$ cat config.mk
export PLATFORM = sky130hd
export DESIGN_NAME = dma_flyby_ctrl
export DESIGN_NICKNAME = d
export VERILOG_FILES = /design/src/rtl/dma_fly_pkg.sv /design/src/rtl/dma_fly_arb.sv /design/src/rtl/dma_fly_chan.sv /design/src/rtl/dma_fly_seq.sv /design/src/rtl/dma_flyby_ctrl.sv
export SDC_FILE = /design/constraint.sdc
export NUM_CORES = 1
export LEC_CHECK = 0
export BUFFER_PORTS_ARGS = -buffer_cell sky130_fd_sc_hd__buf_2
export CORE_ASPECT_RATIO = 1.5
export CORE_MARGIN = 2
export CORE_UTILIZATION = 65
export DETAILED_ROUTE_END_ITERATION = 6
export GPL_TIMING_DRIVEN = 0
export PLACE_DENSITY_LB_ADDON = 0.25
export SLEW_MARGIN = 25
export SYNTH_ARGS = -nofsm -noshare
export SYNTH_HDL_FRONTEND = slang
export SYNTH_SLANG_ARGS = --single-unit
$ cat constraint.sdc
create_clock -name clk -period 7.4 [get_ports clk]
set_input_delay 2.22 -clock clk [delete_from_list [all_inputs] [get_ports clk]]
set_output_delay 2.22 -clock clk [all_outputs]
set_load 0.05 [all_outputs]
$ cat src/rtl/dma_fly_pkg.sv
package dma_fly_pkg;

    typedef enum logic [1:0] {
        ST_IDLE    = 2'd0,
        ST_HOLD    = 2'd1,
        ST_XFER    = 2'd2,
        ST_RELEASE = 2'd3
    } seq_state_e;

    typedef enum logic [1:0] {
        FLD_ADDR  = 2'd0,
        FLD_COUNT = 2'd1,
        FLD_CTRL  = 2'd2
    } prog_field_e;

    localparam int CTRL_EN_BIT  = 0;
    localparam int CTRL_DIR_BIT = 1;

    typedef struct packed {
        logic mem_rd;
        logic mem_wr;
        logic io_rd;
        logic io_wr;
    } strobe_t;

    // direction 0: memory -> card, direction 1: card -> memory
    function automatic strobe_t strobes_for(input logic active, input logic dir);
        strobe_t s;
        s.mem_rd = active & ~dir;
        s.io_wr  = active & ~dir;
        s.io_rd  = active &  dir;
        s.mem_wr = active &  dir;
        return s;
    endfunction

endpackage

$ cat src/rtl/dma_fly_arb.sv
module dma_fly_arb #(
    parameter int NCH   = 3,
    parameter int IDX_W = 2
) (
    input  logic [NCH-1:0]   req,
    output logic             any,
    output logic [IDX_W-1:0] idx
);
    // lowest index wins: scan from the top so the last hit is the lowest
    always_comb begin
        any = 1'b0;
        idx = '0;
        for (int i = NCH - 1; i >= 0; i--) begin
            if (req[i]) begin
                any = 1'b1;
                idx = IDX_W'(i);
            end
        end
    end
endmodule

$ cat src/rtl/dma_fly_chan.sv
module dma_fly_chan
    import dma_fly_pkg::*;
#(
    parameter int ADDR_W = 16,
    parameter int CNT_W  = 16,
    parameter int DATA_W = 16
) (
    input  logic              clk,
    input  logic              rst,
    input  logic              wr_addr,
    input  logic              wr_cnt,
    input  logic              wr_ctl,
    input  logic [DATA_W-1:0] wdata,
    input  logic              step,
    output logic [ADDR_W-1:0] addr,
    output logic              en,
    output logic              dir,
    output logic              tc
);
    logic [CNT_W-1:0] cnt;

    always_ff @(posedge clk) begin
        if (rst) begin
            addr <= '0;
            cnt  <= '0;
            en   <= 1'b0;
            dir  <= 1'b0;
            tc   <= 1'b0;
        end else begin
            if (step) begin
                addr <= addr + 1'b1;
                cnt  <= cnt - 1'b1;
                if (cnt == '0) begin
                    tc <= 1'b1;
                    en <= 1'b0;
                end
            end
            if (wr_addr) addr <= wdata[ADDR_W-1:0];
            if (wr_cnt)  cnt  <= wdata[CNT_W-1:0];
            if (wr_ctl) begin
                en  <= wdata[CTRL_EN_BIT];
                dir <= wdata[CTRL_DIR_BIT];
                if (wdata[CTRL_EN_BIT]) tc <= 1'b0;
            end
        end
    end
endmodule

$ cat src/rtl/dma_fly_seq.sv
module dma_fly_seq
    import dma_fly_pkg::*;
#(
    parameter int NCH      = 3,
    parameter int IDX_W    = 2,
    parameter int XFER_CYC = 4
) (
    input  logic             clk,
    input  logic             rst,
    input  logic [NCH-1:0]   dreq,
    input  logic [NCH-1:0]   en_mask,
    input  logic             hold_gnt,
    output logic             hold_req,
    output logic             active,
    output logic [IDX_W-1:0] sel,
    output logic             step
);
    localparam int BEAT_W = $clog2(XFER_CYC + 1);
    localparam logic [BEAT_W-1:0] LAST_BEAT = BEAT_W'(XFER_CYC - 1);

    seq_state_e        state;
    logic [BEAT_W-1:0] beat;
    logic              arb_any;
    logic [IDX_W-1:0]  arb_idx;
    logic              sel_req;
    logic              sel_en;

    dma_fly_arb #(.NCH(NCH), .IDX_W(IDX_W)) u_arb (
        .req (dreq & en_mask),
        .any (arb_any),
        .idx (arb_idx)
    );

    always_comb begin
        sel_req = 1'b0;
        sel_en  = 1'b0;
        for (int i = 0; i < NCH; i++) begin
            if (sel == IDX_W'(i)) begin
                sel_req = dreq[i];
                sel_en  = en_mask[i];
            end
        end
    end

    always_ff @(posedge clk) begin
        if (rst) begin
            state <= ST_IDLE;
            beat  <= '0;
            sel   <= '0;
        end else begin
            unique case (state)
                ST_IDLE: begin
                    if (arb_any) begin
                        sel   <= arb_idx;
                        state <= ST_HOLD;
                    end
                end
                ST_HOLD: begin
                    if (!sel_req || !sel_en) begin
                        state <= ST_IDLE;
                    end else if (hold_gnt) begin
                        beat  <= '0;
                        state <= ST_XFER;
                    end
                end
                ST_XFER: begin
                    if (beat == LAST_BEAT) state <= ST_RELEASE;
                    else                   beat  <= beat + 1'b1;
                end
                ST_RELEASE: begin
                    if (!sel_req) state <= ST_IDLE;
                end
                default: state <= ST_IDLE;
            endcase
        end
    end

    assign hold_req = (state != ST_IDLE);
    assign active   = (state == ST_XFER);
    assign step     = active && (beat == LAST_BEAT);
endmodule

$ cat src/rtl/dma_flyby_ctrl.sv
module dma_flyby_ctrl
    import dma_fly_pkg::*;
#(
    parameter int NCH      = 3,
    parameter int ADDR_W   = 16,
    parameter int CNT_W    = 16,
    parameter int XFER_CYC = 4,
    parameter int IDX_W    = (NCH > 1) ? $clog2(NCH) : 1,
    parameter int PROG_W   = (ADDR_W > CNT_W) ? ADDR_W : CNT_W
) (
    input  logic              clk,
    input  logic              rst,
    input  logic [NCH-1:0]    dreq,
    output logic [NCH-1:0]    dack,
    output logic              hold_req,
    input  logic              hold_gnt,
    output logic [ADDR_W-1:0] mem_addr,
    output logic              addr_oe,
    output logic              mem_rd,
    output logic              mem_wr,
    output logic              io_rd,
    output logic              io_wr,
    output logic [NCH-1:0]    tc,
    input  logic              prog_we,
    input  logic [IDX_W-1:0]  prog_ch,
    input  logic [1:0]        prog_field,
    input  logic [PROG_W-1:0] prog_data
);
    logic [ADDR_W-1:0] ch_addr [NCH];
    logic [NCH-1:0]    ch_en;
    logic [NCH-1:0]    ch_dir;
    logic              active;
    logic              step;
    logic [IDX_W-1:0]  sel;
    logic [ADDR_W-1:0] sel_addr;
    logic              sel_dir;
    strobe_t           stb;

    dma_fly_seq #(.NCH(NCH), .IDX_W(IDX_W), .XFER_CYC(XFER_CYC)) u_seq (
        .clk      (clk),
        .rst      (rst),
        .dreq     (dreq),
        .en_mask  (ch_en),
        .hold_gnt (hold_gnt),
        .hold_req (hold_req),
        .active   (active),
        .sel      (sel),
        .step     (step)
    );

    for (genvar g = 0; g < NCH; g++) begin : g_ch
        logic hit;
        assign hit = prog_we && (prog_ch == IDX_W'(g));

        dma_fly_chan #(.ADDR_W(ADDR_W), .CNT_W(CNT_W), .DATA_W(PROG_W)) u_chan (
            .clk     (clk),
            .rst     (rst),
            .wr_addr (hit && (prog_field == FLD_ADDR)),
            .wr_cnt  (hit && (prog_field == FLD_COUNT)),
            .wr_ctl  (hit && (prog_field == FLD_CTRL)),
            .wdata   (prog_data),
            .step    (step && (sel == IDX_W'(g))),
            .addr    (ch_addr[g]),
            .en      (ch_en[g]),
            .dir     (ch_dir[g]),
            .tc      (tc[g])
        );

        assign dack[g] = active && (sel == IDX_W'(g));
    end

    always_comb begin
        sel_addr = '0;
        sel_dir  = 1'b0;
        for (int i = 0; i < NCH; i++) begin
            if (sel == IDX_W'(i)) begin
                sel_addr = ch_addr[i];
                sel_dir  = ch_dir[i];
            end
        end
    end

    assign stb      = strobes_for(active, sel_dir);
    assign mem_rd   = stb.mem_rd;
    assign mem_wr   = stb.mem_wr;
    assign io_rd    = stb.io_rd;
    assign io_wr    = stb.io_wr;
    assign addr_oe  = active;
    assign mem_addr = active ? sel_addr : '0;
endmodule

==> flow_metrics.tcl <==
set metrics [dict create \
    outcome "complete, but fails checks" \
    violations "design-rule violations" \
    htreeDepth 3 \
    dp_hpwl_mm 16.13 \
    crit_path_end_kind "primary output" \
    ys.flop_type "dfxtp_1" \
    grtUsageTotal_pct 41.25 \
    ff2ff_setup_slack_ps 4600 \
    finalClockSkew_ps 8.139 \
    synth_warnings 0 \
    grt-ovfl-total 0 \
    wl_met2_mm 10.52 \
    period_share_pct 77.01 \
    final_nets 934 \
    cts_buffer_depth 2 \
    cts_buffers 9 \
    top_layer "met4" \
    port_buffers 53 \
    setup_violations 0 \
    grt_pass1_wl_mm 35.74 \
    drt_pass1_iterations 7 \
    clk_latency_ps 360 \
    rsz0062_at_grt "no" \
    grt_pass1_vias 7078 \
    gp_congestion 0.9645 \
    start_util_pct 66.47 \
    async_flop_share_pct 0 \
    period_minus_slack_ps 5698 \
    routedWlPerCell_um 22.46 \
    slew_headroom_pct 45.19 \
    cp_data_required_time_ps 5180 \
    crit_start "u_seq.sel[1]" \
    grt_antenna_before_repair 0 \
    crit_path_cell_trace "clkbuf_1, clkbuf_1, clkbuf_1, buf_2, mux2i_1, nor2_1, a31oi_1, nor2_1, buf_2" \
    layout_common_cells "nor2_1, dfxtp_1, a211oi_1" \
    ys_seq_area_share_pct 33.47 \
    mostFrequentLayoutCell "nor2_1" \
    synth_edf_count 0 \
    syn_avg_cell_area_um2 8.023 \
    via_count 7240 \
    critPathMaxStageDelay_ps 500 \
    synth-seq-cells 112 \
    clk_transition_reported_paths_ps 70 \
    wl_met1_mm 8.165 \
    clockRootBuffer "clkbuf_16" \
    hold_class "reg2reg" \
    drtIter0Drc 743 \
    cts-resized-gates 0 \
    fin_tns_setup_ps 0 \
    netlist_instances 835 \
    slowest_stage "clkbuf_1" \
    viasPerCell 7.105 \
    critPathKind "reg2out" \
    grt_max_degree 18 \
    die_h_um 128.3 \
    die_x_um 86.89 \
    core_region_area_mm2 0.01008 \
    diodes 0 \
    cts_tree "yes" \
    p_leak_nw 2.504 \
    ant_nets 0 \
    final-max-slew-violation-count 0 \
    cp.arrival_ps 3480 \
    ys_types 57 \
    cpMostUsedCell "clkbuf_1" \
    crit-reg2reg-launch "u_seq.beat[0]" \
    synth_fp_nets 870 \
    ir_drop_mv 0.1354 \
    final_design_area_no_fill_mm2 0.007431 \
    hold_viol 0 \
    fmax_mhz 175.5 \
    routed_wl_mm 22.89 \
    syn_to_final_growth_pct 10.93 \
    crit_family "buffers and inverters" \
    max_cap_violations 0 \
    cts_setup_buffers 0 \
    start_kind "flop" \
    netlist_area_mm2 0.006699 \
    drive_above_1_share_pct 11.09 \
    hold_path_startpoint "g_ch[2].u_chan.tc" \
    placed_area_mm2 0.007111 \
    drc 1 \
    clock_sinks 112 \
    route.met3.wl_mm 2.265 \
    boundaryPins 55 \
    power_density_mw_per_mm2 171.6 \
    tightestPinTransition_ps 814.7 \
    hold_buffers 0 \
    rows 45 \
    crit_buf_inv 5 \
    critPathMaxFanout 10 \
    die-area_mm2 0.01115 \
]
## cell type report
class                      instances  area (um^2)
multi-input combinational        637         4060
clock inverter                     5        82.58
fill                             778         2648
timing repair buffer              53        265.3
inverter                          21        78.83
clock buffer                       9        225.2
sequential                       112         2242
tap                              117        146.4
buffer                            65        330.3
## cell families (layout without fill, tap and decap cells)
family | after synthesis | in the layout | synth area share, %
xor gates and xnor gates | 52 | 52 | 6.799
muxes | 19 | 19 | 2.839
and+or+nand+nor | 391 | 391 | 30.99
adders and majority gates | 8 | 8 | 1.494
DFF | 112 | 112 | 33.47
buffers and inverters | 86 | 153 | 6.108
AOI/OAI and AO/OA | 167 | 167 | 18.30
## routing by layer
layer / vias up / track usage [%]
met5: - / 0
met4: 0 / 32.63
met3: 166 / 7.826
met2: 468 / 65.60
met1: 3349 / 47.84
li1: 3257 / -
## Yosys cell counts, types with 6 or more instances
cell | n | area (um^2)
xnor2_1 | 40 | 350.3
or3_1 | 14 | 87.58
ha_1 | 8 | 100.1
nor2_1 | 147 | 551.8
a21oi_1 | 15 | 75.07
o21ai_0 | 12 | 60.06
buf_4 | 6 | 45.04
nand3b_1 | 7 | 52.55
nand2b_1 | 9 | 56.30
nand2_1 | 31 | 116.4
a31oi_1 | 16 | 100.1
dfxtp_1 | 112 | 2242
or4_1 | 17 | 127.6
mux2i_1 | 19 | 190.2
and4_1 | 17 | 148.9
a211oi_1 | 67 | 503.0
o31ai_1 | 11 | 82.58
nand4_1 | 19 | 118.9
nand3_1 | 25 | 125.1
a311oi_1 | 25 | 219.0
xor2_1 | 12 | 105.1
nor3_1 | 29 | 145.1
inv_1 | 21 | 78.83
nor4_1 | 35 | 219.0
clkbuf_1 | 43 | 161.4
## worst reg2reg max path, cell delays in order (launching register included)
cell and delay, ps:
dfxtp_1 340, ha_1 200, ha_1 180, clkbuf_8 160, nand4bb_1 210, clkbuf_1 460, clkbuf_1 480, nor2_1 240
xnor2_1 180, a211oi_1 250
## where the power goes
part	total [mW]	internal [mW]	switching [mW]
registers	0.630	0.615	0.0150
clock network	0.525	0.295	0.231
logic	0.120	0.0369	0.0830
## per-stage QoR
step                      hold WS [ps]  power, mW  std cells  setup slack [ps]  utilization [%]
after floorplan                  439.9     0.7055        835              2772                -
after global placement           464.9     0.7516       1005              2265            70.55
after detailed placement         463.0     0.7556       1005              2205            70.55
after CTS                        481.3      1.263       1019              1853            73.61
after global routing             508.3      1.295       1019              1565            73.73
final                            488.7      1.275       1019              1702            73.73
## flip-flops by register name, indices dropped and copies added (netlist names), named ones only
name	flops
g_ch.u_chan.addr	48
g_ch.u_chan.tc	3
u_seq.sel	2
u_seq.beat	3
g_ch.u_chan.dir	3
g_ch.u_chan.en	3
g_ch.u_chan.cnt	48
u_seq.state	1
## path summary, 6_finish.rpt
check	end	cells after the start
min reg2reg	g_ch[2].u_chan.tc	2
max	mem_addr[3]	9
min	g_ch[2].u_chan.tc	2
max reg2reg	g_ch[0].u_chan.cnt[0]	9
(Power assumes the default switching activity.)
